[config.mk]
export PLATFORM = sky130hd
export DESIGN_NAME = audio_err_status
export DESIGN_NICKNAME = d
export VERILOG_FILES = /design/src/rtl/audio_stat_pkg.sv /design/src/rtl/sf_checker.sv /design/src/rtl/lock_edge_det.sv /design/src/rtl/sticky_flags.sv /design/src/rtl/irq_gen.sv /design/src/rtl/audio_err_status.sv
export SDC_FILE = /design/constraint.sdc
export NUM_CORES = 1
export LEC_CHECK = 0
export ABC_AREA = 1
export ABC_CLOCK_PERIOD_IN_PS = 800
export BUFFER_PORTS_ARGS = -buffer_cell sky130_fd_sc_hd__buf_2
export CAP_MARGIN = 20
export CORE_UTILIZATION = 39
export DETAILED_ROUTE_END_ITERATION = 10
export GPL_TIMING_DRIVEN = 0
export PLACE_DENSITY = 0.75
export SYNTH_ARGS = -nofsm -noshare
export SYNTH_HDL_FRONTEND = slang
export SYNTH_SLANG_ARGS = --single-unit
export TNS_END_PERCENT = 5
[constraint.sdc]
create_clock -name clk -period 0.8 [get_ports clk]
set_input_delay 0.16 -clock clk [delete_from_list [all_inputs] [get_ports clk]]
set_output_delay 0.16 -clock clk [all_outputs]
set_load 0.05 [all_outputs]
[src/rtl/audio_stat_pkg.sv]
package audio_stat_pkg;

  localparam int NUM_FLAGS = 5;

  // Flag positions in the status and enable registers.
  localparam int F_LOCK   = 0;
  localparam int F_UNLOCK = 1;
  localparam int F_VERR   = 2;
  localparam int F_PERR   = 3;
  localparam int F_UCB    = 4;

  // Subframe bit positions.
  localparam int SF_PAR_LO = 4;
  localparam int SF_PAR_HI = 31;
  localparam int SF_VBIT   = 28;
  localparam int SF_UBIT   = 29;
  localparam int SF_CBIT   = 30;

  // Flags that may be enabled for the interrupt.
  localparam logic [NUM_FLAGS-1:0] EN_WRITABLE =
    NUM_FLAGS'((1 << F_LOCK) | (1 << F_UNLOCK) | (1 << F_VERR) | (1 << F_UCB));

  typedef logic [NUM_FLAGS-1:0] flag_vec_t;

  // One when the covered range holds an odd number of ones.
  function automatic logic odd_ones(input logic [SF_PAR_HI-SF_PAR_LO:0] bits);
    logic acc;
    acc = 1'b0;
    for (int i = 0; i <= SF_PAR_HI - SF_PAR_LO; i++) acc = acc ^ bits[i];
    return acc;
  endfunction

endpackage

[src/rtl/sf_checker.sv]
module sf_checker
  import audio_stat_pkg::*;
(
  input  logic                       sf_valid,
  input  logic [SF_PAR_HI:SF_PAR_LO] sf_body,
  output logic                       ev_perr,
  output logic                       ev_verr,
  output logic                       ev_ucb
);
  always_comb begin
    ev_perr = sf_valid && odd_ones(sf_body);
    ev_verr = sf_valid && sf_body[SF_VBIT];
    ev_ucb  = sf_valid && (sf_body[SF_UBIT] || sf_body[SF_CBIT]);
  end
endmodule

[src/rtl/lock_edge_det.sv]
module lock_edge_det #(
  parameter int SYNC_STAGES = 2
) (
  input  logic clk,
  input  logic rst_n,
  input  logic lock_async,
  output logic lock_rise,
  output logic lock_fall
);
  logic [SYNC_STAGES-1:0] sync_q;
  logic                   prev_q;
  logic                   lock_s;

  generate
    if (SYNC_STAGES == 1) begin : g_one
      always_ff @(posedge clk or negedge rst_n)
        if (!rst_n) sync_q <= '0;
        else        sync_q <= lock_async;
    end else begin : g_chain
      always_ff @(posedge clk or negedge rst_n)
        if (!rst_n) sync_q <= '0;
        else        sync_q <= {sync_q[SYNC_STAGES-2:0], lock_async};
    end
  endgenerate

  assign lock_s = sync_q[SYNC_STAGES-1];

  always_ff @(posedge clk or negedge rst_n)
    if (!rst_n) prev_q <= 1'b0;
    else        prev_q <= lock_s;

  assign lock_rise = lock_s & ~prev_q;
  assign lock_fall = ~lock_s & prev_q;
endmodule

[src/rtl/sticky_flags.sv]
module sticky_flags #(
  parameter int N = 5
) (
  input  logic         clk,
  input  logic         rst_n,
  input  logic [N-1:0] set_ev,
  input  logic [N-1:0] clr_req,
  output logic [N-1:0] flags
);
  for (genvar i = 0; i < N; i++) begin : g_flag
    always_ff @(posedge clk or negedge rst_n)
      if (!rst_n)          flags[i] <= 1'b0;
      else if (set_ev[i])  flags[i] <= 1'b1;
      else if (clr_req[i]) flags[i] <= 1'b0;
  end
endmodule

[src/rtl/irq_gen.sv]
module irq_gen #(
  parameter int N = 5
) (
  input  logic         clk,
  input  logic         rst_n,
  input  logic [N-1:0] flags,
  input  logic [N-1:0] enables,
  output logic         irq
);
  always_ff @(posedge clk or negedge rst_n)
    if (!rst_n) irq <= 1'b0;
    else        irq <= |(flags & enables);
endmodule

[src/rtl/audio_err_status.sv]
module audio_err_status
  import audio_stat_pkg::*;
#(
  parameter int ADDR_W      = 2,
  parameter int SYNC_STAGES = 2
) (
  input  logic                 clk,
  input  logic                 rst_n,
  input  logic                 sf_valid,
  input  logic [31:0]          sf_data,
  input  logic                 lock_in,
  input  logic [ADDR_W-1:0]    reg_addr,
  input  logic                 reg_wr,
  input  logic [NUM_FLAGS-1:0] reg_wdata,
  output logic [NUM_FLAGS-1:0] reg_rdata,
  output logic [NUM_FLAGS-1:0] stat_flags,
  output logic                 irq
);
  localparam logic [ADDR_W-1:0] A_STATUS = ADDR_W'(0);
  localparam logic [ADDR_W-1:0] A_ENABLE = ADDR_W'(1);

  // Named internal events, visible to the bound checker.
  logic      ev_perr, ev_verr, ev_ucb;
  logic      lock_rise, lock_fall;
  flag_vec_t set_vec;
  flag_vec_t clr_mask;
  flag_vec_t en_q;
  logic [3:0] sf_preamble;

  assign sf_preamble = sf_data[3:0];

  sf_checker u_chk_sf (
    .sf_valid (sf_valid),
    .sf_body  (sf_data[SF_PAR_HI:SF_PAR_LO]),
    .ev_perr  (ev_perr),
    .ev_verr  (ev_verr),
    .ev_ucb   (ev_ucb)
  );

  lock_edge_det #(.SYNC_STAGES(SYNC_STAGES)) u_lock (
    .clk        (clk),
    .rst_n      (rst_n),
    .lock_async (lock_in),
    .lock_rise  (lock_rise),
    .lock_fall  (lock_fall)
  );

  always_comb begin
    set_vec           = '0;
    set_vec[F_LOCK]   = lock_rise;
    set_vec[F_UNLOCK] = lock_fall;
    set_vec[F_VERR]   = ev_verr;
    set_vec[F_PERR]   = ev_perr;
    set_vec[F_UCB]    = ev_ucb;
  end

  assign clr_mask = (reg_wr && reg_addr == A_STATUS) ? reg_wdata : '0;

  sticky_flags #(.N(NUM_FLAGS)) u_flags (
    .clk     (clk),
    .rst_n   (rst_n),
    .set_ev  (set_vec),
    .clr_req (clr_mask),
    .flags   (stat_flags)
  );

  always_ff @(posedge clk or negedge rst_n)
    if (!rst_n)                               en_q <= '0;
    else if (reg_wr && reg_addr == A_ENABLE)  en_q <= reg_wdata & EN_WRITABLE;

  irq_gen #(.N(NUM_FLAGS)) u_irq (
    .clk     (clk),
    .rst_n   (rst_n),
    .flags   (stat_flags),
    .enables (en_q),
    .irq     (irq)
  );

  always_comb begin
    unique case (reg_addr)
      A_STATUS: reg_rdata = stat_flags;
      A_ENABLE: reg_rdata = en_q;
      default:  reg_rdata = '0;
    endcase
  end
endmodule

======== After elaboration in Yosys (flattened, before gate mapping) ========
Index checks and enable logic that the tools add are counted.
word-level totals
  flip-flop bits (word level) ............. 13
  output and inout port bits .............. 11
  word-level logic and storage cells ...... 67
cells by class
  muxes and demuxes ....................... 12
  bitwise logic cells ..................... 32
  eq/ne operators ......................... 1
  reduce and logical (&&, ||, !) cells .... 13
operators with widths
  operator                                        count
  XOR 1 bit                                       27
  2-to-1 mux 1 bit                                10
  case mux 5 bit (2 select lines)                 1
  nonzero test 2 bit                              5
  AND 5 bit                                       1
  logical AND 1 bit                               5
  2-to-1 mux 5 bit                                1
  OR reduction 5 bit                              1
  AND 1 bit                                       2
  == test 2 x 1 -> 1 bit (second input constant)  1
  logical NOT 2 bit                               1
  inverter 1 bit                                  2
  logical OR 1 bit                                1

======== Longest topological paths before layout ========
Gate-level depths: netlist of the first run.
  depth in word-level cells ............... 29
  depth in mapped cells ................... 14
  depth with buffers taken out ............ 14

======== Cells and area by module ========
Synthesis of the first run repeated with hierarchy kept, for this count alone.
second synthesis, totals
  cells, all modules ...................... 184
  area, all modules ....................... 1,101.1 sq um
by module, submodules not included
  module            seq. area each (sq um)  instances  area each (sq um)  cells each
  sf_checker        0.0                     1          442.9              95
  audio_err_status  100.1                   1          301.5              45
  sticky_flags      125.1                   1          200.2              25
  lock_edge_det     75.1                    1          90.1               7
  irq_gen           25.0                    1          66.3               12

======== Least setup slack after synthesis of the first run ========
Ideal clock, no wire load.
  path kind ............................... register to output
  start ................................... reg u_flags.flags[0]
  end ..................................... out reg_rdata[0]
  stages on the path, launching flop included .. 3
  setup slack ............................. -885 ps
  data arrival time ....................... 1,525 ps
  buffers on the path ..................... 0
  data required time ...................... 640 ps
  cell sequence ........................... dfrtp_1 -> inv_1 -> o22ai_1
between the ends
  cells in the longest elaborated chain, start to end .. 1
RTL lines
  item                             line                    RTL
  start, declared                  sticky_flags.sv:8       output logic [N-1:0] flags
  start signal, assigned by index  sticky_flags.sv:12      if (!rst_n) flags[i] <= 1'b0;
  start signal, assigned by index  sticky_flags.sv:13      else if (set_ev[i]) flags[i] <= 1'b1;
  start signal, assigned by index  sticky_flags.sv:14      else if (clr_req[i]) flags[i] <= 1'b0;
  case mux 5 bit (2 select lines)  audio_err_status.sv:80  unique case (reg_addr)
  end, declared                    audio_err_status.sv:15  output logic [NUM_FLAGS-1:0] reg_rdata,
Every way passes these cells.

======== Worst setup path in the final report of the first run ========
Same ends and word-level chain as after synthesis.

==> reports/qor.csv, run 1 <==
stage,metric,value,unit
cts,cts.sinks,13,
floorplanning,rows,17,
placed_design,place_hpwl,1740,um
timing,worstMarginPinSlew,0.276,ns
setup_path,cp.arrival,1.02,ns
floorplanning,coreArea,2300,um2
synthesis,netlist_top_cells_count,"65 x nand2_1, 34 x inv_1, 13 x dfrtp_1, 11 x nand3_1, 10 x o21ai_0",
synthesis,synthArstFlopShare,100,%
floorplanning,die-area,2740,um2
flow_run,maxCapViolations,0,
timing,final-setup-viol-count,13,
timing,min_period_over_period,147,%
placed_design,place_inst,241,
global_routing,grt_max_degree,14,
timing,finalMaxSlewViolations,0,
synthesis,yosysTopAreaCell,dfrtp_1,
timing,fmax,849,MHz
cells_and_area,final_area,1460,um2
cts,clk_transition_reported_paths,0.08,ns
cts,worstSkewPairLatency,0.27,ns
route,wl_per_cell,8.18,um
run_status,status,finished with violations,
setup_path,crit_path_end_kind,primary output,
floorplanning,initial_core_util,43.0,%
cts,root_buffer,clkbuf_4,
synthesis,syn_inst,163,
route,drtAntennaViolNets,0,
global_routing,antenna_found_initial,0,
power,vdd_drop_max,1.02,mV
cts,cts_made_buffers,3,
cts,cts_max_path_buffers,2,
cells_and_area,fin_util,63.3,%
synthesis,ys_seq_area_share,32.9,%
setup_path,crit_path_start_kind,flip-flop,
placed_design,place.gp.congestion,0.797,
timing,rsz0062_at_grt,yes,
power,powerDensity,1520,nW/um2
route,vias,1116,
cells_and_area,area_growth_syn_to_layout,47.2,%
placed_design,place_ws,-0.566,ns
timing,finalHoldViolCount,0,
setup_path,critPathKind,flip-flop to primary output,
floorplanning,io_pins,55,
setup_path,worst-path-max-fanout,3,
cells_and_area,finalNonFillerCells,249,
timing,maxSlewHeadroom,81.5,%
global_routing,first_global_vias,966,
cells_and_area,diodes,0,
route,drtIter0Drc,22,
route,vias_per_cell,4.48,
setup_path,required,0.64,ns
timing,layout_min_cycle_time,1.18,ns
synthesis,netlist_area,988,um2
route,drtPass1Iterations,4,
timing,finalSetupTns,-3.60,ns
synthesis,synth_fp_nets,207,
cells_and_area,nNetsFinal,266,
floorplanning,die_h,52.3,um
placed_design,io_buffers,50,
timing,clock_skew,0.00317,ns
synthesis,synth.area.top_cells,"dfrtp_1 33%, nand2_1 25%, inv_1 13%, nand3_1 5.6%, o21ai_0 5.1%",
cells_and_area,fillCellCount,236,
synthesis,syn_avg_cell_area,6.06,um2
run_status,violations,setup timing,
synthesis,synth_edf_count,0,
synthesis,ys_warn_count,0,
global_routing,gr-total-overflow,0,
cts,cts_tree,done,
timing,worst_slack,-0.377,ns
cts,cts.htree.levels,1,
global_routing,grt_pass1_wl,3570,um
synthesis,yosysTopAreaCellShare,32.9,%
power,power_leakage,0.879,nW
route,routed_wl,2040,um
route,post-route-drc-count,0,
placed_design,placed_cell_area,1320,um2
global_routing,grt.total_usage,17.1,%
synthesis,synthMostInstantiatedCell,nand2_1,
worst_hold_path,min_path_type,primary input to flip-flop,
synthesis,ys_types,14,
cells_and_area,drive_gt1_share,36.7,%
synthesis,ys_seq_elements,13,
floorplanning,die_w,52.3,um
synthesis,synth_ff_type,dfrtp_1,
-- power by group --
part           switching (mW)  leakage, nW  total, mW  internal (mW)
Combinational           0.608        0.721       1.01          0.406
Sequential             0.0597        0.141      0.800          0.740
Clock                   0.211       0.0177      0.396          0.185
Total                   0.879        0.879       2.21           1.33
-- registers in the layout (all words and copies together), names as in the netlist --
signal and count:
u_flags.flags 5, en_q 4, u_lock.prev_q 1, u_lock.sync_q 2, u_irq.irq 1
-- area by class of cell --
type	count	area [um2]	share of cell area, %
Clock buffer	3	22.5	1.55
Clock inverter	1	5.00	0.344
Inverter	37	139	9.54
Multi-Input combinational cell	113	574	39.5
Sequential cell	13	332	22.8
Tap cell	28	35.0	2.41
Timing Repair Buffer	54	348	23.9
-- through the flow --
step / total power [mW] / hold WS (ns)
after floorplan: 1.46 / -0.136
after global placement: 1.70 / 0.0537
after detailed placement: 1.72 / 0.0612
after CTS: 2.22 / 0.117
after global routing: 2.38 / 0.130
final: 2.21 / 0.119
-- layer usage --
layer / GRT usage (%) / share of wire, %
met5: 0 / 0
met4: 6.58 / 0.59
met3: 1.74 / 5.6
met2: 33.5 / 50
met1: 18.3 / 44
-- worst paths after layout --
path,from,slack (ns),endpoint,cells past startpoint
hold / removal,sf_valid,0.12,u_flags.flags[2],3
min in group asynchronous,rst_n,0.29,u_flags.flags[1],2
max in group asynchronous,rst_n,0.27,u_flags.flags[2],2
hold reg to reg,u_lock.sync_q[0],0.36,u_lock.sync_q[1],0
setup / recovery,u_flags.flags[0],-0.38,reg_rdata[0],3
setup reg to reg,u_flags.flags[0],-0.26,u_irq.irq,4
-- worst max-delay path, cell delays in order, from the launching register on --
cell,delay [ns]
dfrtp_2,0.38
inv_2,0.05
o22ai_4,0.14
buf_6,0.18
-- repair_timing --
| action | 4_1_cts | 5_1_grt |
|---|---|---|
| buffers inserted | 1 | 1 |
| setup endpoints to repair | 15 | 18 |
| pin swaps | 2 | 0 |
| hold buffers | 2 | 0 |
| resized for setup | 23 | 3 |
| hold endpoints to repair | 14 | 0 |
-- placed cells by master (no fill, tap or decap), drive strengths merged --
cell / synthesis / routed
buf: 0 / 52
nor2: 7 / 7
dlygate4sd3: 0 / 2
a221o: 1 / 1
xnor2: 3 / 3
nand3b: 2 / 2
inv: 37 / 37
o22ai: 3 / 3
xor2: 4 / 4
clkinv: 0 / 1
dfrtp: 13 / 13
nand4: 2 / 2
clkbuf: 0 / 3
nand3: 11 / 11
nand2: 70 / 70
o21ai: 10 / 10
-- kinds of logic after synthesis --
| logic type | Yosys count | synth area share [%] |
|---|---|---|
| buffers and inverters | 37 | 14.1 |
| AO/OA/AOI/OAI | 14 | 7.98 |
| flip-flops | 13 | 32.9 |
| XOR/XNOR | 7 | 6.20 |
| AND/OR/NAND/NOR | 92 | 38.9 |
Power figures use the tool's default switching activity.
==> run 2, diff against run 1 <==
Settings changed: CORE_ASPECT_RATIO set to 0.6, CORE_UTILIZATION 39 to 41, PLACE_DENSITY 0.75 to 0.76, SYNTH_HIERARCHICAL set to 1.
==> reports/qor.csv, run 2 <==
stage,metric,value,unit,change
synthesis,ys_seq_elements,13,,unchanged
synthesis,ys_types,20,,was 14
cells_and_area,top_register,u_flags/flags,,was u_flags.flags
floorplanning,die_w,68.9,um,was 52.3 um
floorplanning,io_pins,55,,unchanged
setup_path,critPathKind,flip-flop to primary output,,unchanged
timing,layout_min_cycle_time,1.16,ns,was 1.18 ns
floorplanning,die_h,42.1,um,was 52.3 um
route,drtPass1Iterations,4,,unchanged
timing,finalSetupTns,-3.15,ns,was -3.60 ns
timing,hold_ws,0.0184,ns,was 0.119 ns
worst_hold_path,min_path_type,primary input to flip-flop,,unchanged
cts,cts.htree.levels,1,,unchanged
timing,min_period_over_period,145,%,was 147%
placed_design,place_inst,266,,was 241
cells_and_area,fillCellCount,257,,was 236
run_status,status,finished with violations,,unchanged
power,sw_frac_of_total,38.7,%,was 39.8%
cells_and_area,area_growth_syn_to_layout,44.7,%,was 47.2%
global_routing,first_global_vias,1087,,was 966
cts,cts_max_path_buffers,2,,unchanged
synthesis,netlist_area,1100,um2,was 988 um2
setup_path,crit_path_end_kind,primary output,,unchanged
worst_hold_path,holdPathStages,1,,was 3
global_routing,grt.total_usage,19.3,%,was 17.1%
cells_and_area,finalNonFillerCells,273,,was 249
power,power_frac_comb,45.6,%,was 45.9%
cells_and_area,final_cell_mix,"71 x nand2_1, 42 x inv_1, 39 x buf_2",,"was 63 x nand2_1, 40 x buf_2, 29 x inv_1"
synthesis,syn_inst,184,,was 163
global_routing,grt_pass1_wl,4170,um,was 3570 um
power,powerDensity,1620,nW/um2,was 1520 nW/um2
power,finalPower,2.58,mW,was 2.21 mW
global_routing,grt_max_degree,14,,unchanged
power,vdd_drop_max,0.947,mV,was 1.02 mV
route,drtAntennaViolNets,0,,unchanged
timing,clock_skew,0.00286,ns,was 0.00317 ns
power,intPower,1.58,mW,was 1.33 mW
setup_path,cp.arrival,1.00,ns,was 1.02 ns
setup_path,worst-path-max-fanout,3,,unchanged
placed_design,io_buffers,50,,unchanged
timing,finalMaxSlewViolations,0,,unchanged
power,seq_power_share,31.5,%,was 36.2%
cts,cts.sinks,13,,unchanged
setup_path,reg2reg_depth,4,,unchanged
floorplanning,coreArea,2520,um2,was 2300 um2
cells_and_area,largest_reg_flops,5,,unchanged
synthesis,netlist_top_cells_count,"79 x nand2_1, 42 x inv_1, 15 x nand3_1, 13 x dfrtp_1, 10 x nor2_1",,"was 65 x nand2_1, 34 x inv_1, 13 x dfrtp_1, 11 x nand3_1, 10 x o21ai_0"
timing,rsz0062_at_grt,yes,,unchanged
global_routing,gr-total-overflow,0,,unchanged
power,pwr-share-clk,23.0,%,was 17.9%
cells_and_area,fin_util,63.1,%,was 63.3%
flow_run,maxCapViolations,0,,unchanged
power,power_switching,0.998,mW,was 0.879 mW
placed_design,place_ws,-0.521,ns,was -0.566 ns
synthesis,synthArstFlopShare,100,%,unchanged
setup_path,required,0.64,ns,about the same
global_routing,antenna_found_initial,0,,unchanged
cts,worstSkewPairLatency,0.25,ns,was 0.27 ns
synthesis,synth_ff_type,dfrtp_1,,unchanged
synthesis,yosysTopAreaCellShare,29.5,%,was 32.9%
setup_path,crit_path_start_kind,flip-flop,,unchanged
cells_and_area,final_common_cell,nand2_1,,unchanged
floorplanning,initial_core_util,43.7,%,was 43.0%
timing,worst_slack,-0.362,ns,was -0.377 ns
synthesis,yosysTopAreaCell,dfrtp_1,,unchanged
cts,cts_tree,done,,unchanged
cells_and_area,nNetsFinal,286,,was 266
timing,fmax,861,MHz,was 849 MHz
synthesis,ys_warn_count,6,,was 0
cells_and_area,diodes,0,,unchanged
cells_and_area,drive_gt1_share,34.0,%,was 36.7%
floorplanning,rows,14,,was 17
synthesis,synth_fp_nets,228,,was 207
route,vias,1221,,was 1116
cts,root_buffer,clkbuf_8,,was clkbuf_4
synthesis,ys_seq_area_share,29.5,%,was 32.9%
cells_and_area,top_regs,"u_flags/flags (5), en_q (4), u_lock/sync_q (2)",,"was u_flags.flags (5), en_q (4), u_lock.sync_q (2)"
synthesis,synth.area.top_cells,"dfrtp_1 30%, nand2_1 27%, inv_1 14%, nand3_1 6.8%, xnor2_1 4.8%",,"was dfrtp_1 33%, nand2_1 25%, inv_1 13%, nand3_1 5.6%, o21ai_0 5.1%"
route,drtIter0Drc,47,,was 22
timing,finalHoldViolCount,0,,unchanged
synthesis,synth_edf_count,0,,unchanged
floorplanning,die-area,2900,um2,was 2740 um2
route,wl_per_cell,8.63,um,was 8.18 um
cts,cts_made_buffers,3,,unchanged
timing,final-setup-viol-count,13,,unchanged
cts,clk_transition_reported_paths,0.06,ns,was 0.08 ns
route,vias_per_cell,4.47,,was 4.48
route,routed_wl,2360,um,was 2040 um
synthesis,syn_avg_cell_area,5.98,um2,was 6.06 um2
power,power_leakage,0.979,nW,was 0.879 nW
route,post-route-drc-count,0,,unchanged
run_status,violations,setup timing,,unchanged
placed_design,placed_cell_area,1410,um2,was 1320 um2
synthesis,synthMostInstantiatedCell,nand2_1,,unchanged
cells_and_area,final_area,1590,um2,was 1460 um2
placed_design,place_hpwl,1860,um,was 1740 um
placed_design,place.gp.congestion,0.837,,was 0.797
==> run 2: cell types whose count changed after synthesis, sizes merged, moves of 2 or more <==
cell,before,now
o21ai,10,0
o22ai,3,0
inv,37,43
xnor2,3,7
nand4,2,4
nor2,7,11
a21oi,0,2
nand2,70,80
nand3,11,16
==> run 2: cell families after synthesis <==
| group | after synthesis | share of synthesized area [%] |
|---|---|---|
| buf+inv | 44 | 15.7 |
| simple gates | 114 | 44.5 |
| flops | 13 | 29.5 |
| compound gates | 2 | 1.25 |
| other cells | 1 | 0.341 |
| xor+xnor | 10 | 8.64 |
==> run 2: area by class of cell <==
cell class                 instances  area (um2)  area share, %
timing repair buffer              53         344           21.6
clock buffer                       4        45.0           2.83
inverter                          43         161           10.1
sequential                        13         332           20.8
tap                               32        40.0           2.51
multi-input combinational        127         659           41.4
buffer                             1        11.3          0.707
==> run 2: worst paths after layout <==
check | end | startpoint | slack [ns]
setup / recovery | reg_rdata[3] | u_flags/flags[3] | -0.36
hold / removal | u_lock/sync_q[0] | lock_in | 0.02
setup reg to reg | u_irq/irq | u_flags/flags[1] | -0.03
hold reg to reg | u_lock/sync_q[1] | u_lock/sync_q[0] | 0.35
max in group asynchronous | u_flags/flags[1] | rst_n | 0.20
min in group asynchronous | en_q[0] | rst_n | 0.34
==> run 2: power by group through the flow <==
stage          registers [mW]  logic (mW)  clock network, mW
3_5_place_dp            0.822       0.972                  0
3_3_place_gp            0.819       0.958                  0
6_report                0.812        1.17              0.593
4_1_cts                 0.811        1.12              0.610
2_1_floorplan           0.955       0.559                  0
5_1_grt                 0.825        1.30              0.643
==> run 2: critical path, cell delays in order, from the launching register on <==
cell and delay (ns):
dfrtp_2 0.36, nor3b_4 0.21, buf_6 0.18
==> run 2: what timing repair did <==
item                       in CTS  in global routing
hold endpoints to repair       13                  0
hold buffers                    1                  0
setup buffers                   2                  0
pin swaps                       7                  1
gates resized for setup        22                 14
setup endpoints to repair      13                 16
==> run 2: metal layers <==
layer	vias up	part of all wire, %	wire length (um)	track usage (%)
li1	654	-	-	-
met1	540	49	1170	25.9
met2	25	45	1070	29.5
met3	2	4.8	114	7.07
met4	0	0.47	11	4.49
met5	-	0	0	0
==> run 3, diff against run 2 <==
Settings changed: CORE_UTILIZATION 41 to 39, PLACE_DENSITY 0.76 to 0.75, SYNTH_HIERARCHICAL 1 to unset.
==> reports/qor.csv, run 3 (synthesis results as in run 1) <==
stage,metric,value,unit,change
run_status,status,finished with violations,,unchanged
run_status,violations,setup timing,,unchanged
global_routing,grt_pass1_wl,3490,um,was 4170 um
floorplanning,die_w,67.0,um,was 68.9 um
timing,worstMarginPinSlew,0.290,ns,
setup_path,cp_slowest_cell,dfrtp_2,,unchanged
timing,rsz0062_at_grt,yes,,unchanged
cells_and_area,fin_util,63.8,%,was 63.1%
cts,cts_tree,done,,unchanged
cts,clk_transition_reported_paths,0.05,ns,was 0.06 ns
floorplanning,io_pins,55,,unchanged
cells_and_area,nNetsFinal,263,,was 286
global_routing,grt_max_degree,14,,unchanged
timing,finalSetupTns,-3.17,ns,was -3.15 ns
setup_path,reg2reg_depth,3,,was 4
setup_path,cp.arrival,1.00,ns,about the same
power,vdd_drop_max,1.12,mV,was 0.947 mV
timing,fmax,863,MHz,was 861 MHz
cells_and_area,finalNonFillerCells,248,,was 273
power,power_leakage,0.871,nW,was 0.979 nW
timing,final-setup-viol-count,14,,was 13
cells_and_area,final_cell_mix,"62 x nand2_1, 39 x buf_2, 28 x inv_1",,"was 71 x nand2_1, 42 x inv_1, 39 x buf_2"
floorplanning,rows,13,,was 14
cells_and_area,seqCellArea,332,um2,unchanged
setup_path,slowest_delay,0.38,ns,was 0.36 ns
cts,cts_made_buffers,3,,unchanged
floorplanning,coreArea,2280,um2,was 2520 um2
timing,clock_skew,0.00422,ns,was 0.00286 ns
cells_and_area,final_common_cell,nand2_1,,unchanged
route,wl_per_cell,9.62,um,was 8.63 um
timing,maxSlewHeadroom,80.7,%,
setup_path,crit_path_start_kind,flip-flop,,unchanged
cells_and_area,area_growth_syn_to_layout,47.1,%,was 44.7%
route,post-route-drc-count,0,,unchanged
placed_design,place_hpwl,1880,um,was 1860 um
route,drtPass1Iterations,4,,unchanged
setup_path,required,0.64,ns,about the same
route,drtAntennaViolNets,0,,unchanged
worst_hold_path,min_path_type,primary input to flip-flop,,unchanged
setup_path,critPathKind,flip-flop to primary output,,unchanged
cts,cts.sinks,13,,unchanged
cts,cts_max_path_buffers,2,,unchanged
timing,finalHoldViolCount,0,,unchanged
cts,worstSkewPairLatency,0.24,ns,was 0.25 ns
setup_path,crit_start,u_flags.flags[0],,was u_flags/flags[3]
cts,cts.htree.levels,1,,unchanged
cells_and_area,drive_gt1_share,37.2,%,was 34.0%
timing,finalMaxSlewViolations,0,,unchanged
setup_path,worst-path-max-fanout,3,,unchanged
route,vias_per_cell,4.37,,was 4.47
cts,root_buffer,clkbuf_8,,unchanged
global_routing,first_global_vias,827,,was 1087
cells_and_area,fillCellCount,223,,was 257
floorplanning,initial_core_util,43.4,%,was 43.7%
placed_design,place.gp.congestion,0.746,,was 0.837
placed_design,place_inst,243,,was 266
setup_path,r2r_slack,-0.23,ns,was -0.03 ns
placed_design,place_ws,-0.632,ns,was -0.521 ns
setup_path,r2r_start,u_flags.flags[0],,was u_flags/flags[1]
cells_and_area,top_register,u_flags.flags,,was u_flags/flags
placed_design,io_buffers,50,,unchanged
route,vias,1083,,was 1221
setup_path,crit_path_end_kind,primary output,,unchanged
timing,layout_min_cycle_time,1.16,ns,about the same
cells_and_area,top_regs,"u_flags.flags (5), en_q (4), u_lock.sync_q (2)",,"was u_flags/flags (5), en_q (4), u_lock/sync_q (2)"
floorplanning,die_h,41.0,um,was 42.1 um
cells_and_area,diodes,0,,unchanged
timing,min_period_over_period,145,%,about the same
flow_run,maxCapViolations,0,,unchanged
setup_path,cp-endpoint,reg_rdata[0],,was reg_rdata[3]
cells_and_area,multi_input_area,579,um2,was 659 um2
timing,worst_slack,-0.359,ns,was -0.362 ns
global_routing,grt.total_usage,18.2,%,was 19.3%
route,routed_wl,2390,um,was 2360 um
cells_and_area,largest_reg_flops,5,,unchanged
setup_path,crit_chain,"inv_2, o22ai_4, buf_6",,"was nor3b_4, buf_6"
global_routing,antenna_found_initial,0,,unchanged
cts,post_cts.repair.setup_buffers,0,,was 2
setup_path,reg2reg_to,u_irq.irq,,was u_irq/irq
power,powerDensity,1660,nW/um2,was 1620 nW/um2
route,drtIter0Drc,24,,was 47
global_routing,gr-total-overflow,0,,unchanged
floorplanning,die-area,2750,um2,was 2900 um2
run 3: critical path: cells and delay by family (launching register included):
kind	cells	cell delay [ns]
flip-flops	1	0.38
AO/OA/AOI/OAI	1	0.14
buffers and inverters	2	0.24
run 3: worst min-delay path by stage:
stage / start / endpoint / slack, ns / depth (start not counted)
2_1_floorplan: rst_n / en_q[0] / -0.14 / 0
3_3_place_gp: rst_n / en_q[4] / 0.06 / 1
3_5_place_dp: rst_n / en_q[0] / 0.06 / 1
4_1_cts: lock_in / u_lock.sync_q[0] / 0.03 / 1
5_1_grt: lock_in / u_lock.sync_q[0] / 0.02 / 1
6_report: lock_in / u_lock.sync_q[0] / 0.03 / 1
run 3: stage by stage:
step	hold slack (ns)	instance area, um2	total power [mW]
global placement	0.0574	1320	1.71
detailed placement	0.0561	1320	1.73
floorplan	-0.136	1030	1.46
finish	0.0265	1450	2.41
global route	0.0217	1450	2.55
CTS	0.0274	1450	2.40
run 3: power breakdown:
part | total [mW] | internal [mW] | switching (mW)
Combinational | 1.03 | 0.396 | 0.630
Sequential | 0.809 | 0.742 | 0.0664
Clock | 0.575 | 0.351 | 0.224
Total | 2.41 | 1.49 | 0.920
run 3: timing repair:
| item | in CTS | in global routing |
|---|---|---|
| pin swaps | 1 | 1 |
| gates resized for setup | 27 | 3 |
| hold buffers | 1 | 0 |
| gates cloned | 0 | 0 |
| endpoints found under the setup margin | 21 | 20 |
| endpoints found under the hold margin | 13 | 0 |
run 3: layer usage:
metal / global-route usage [%] / wire length, um
met1: 25.3 / 1210
met2: 29.0 / 1000
met3: 5.00 / 156
met4: 3.19 / 20
met5: 0 / 0
run 3: cell type report:
cell class,instances,area share [%]
well taps,30,2.58
repair buffers,51,22.1
multi-input cells,113,39.8
clock buffers,4,3.10
inverters,37,9.55
flip-flops and latches,13,22.8
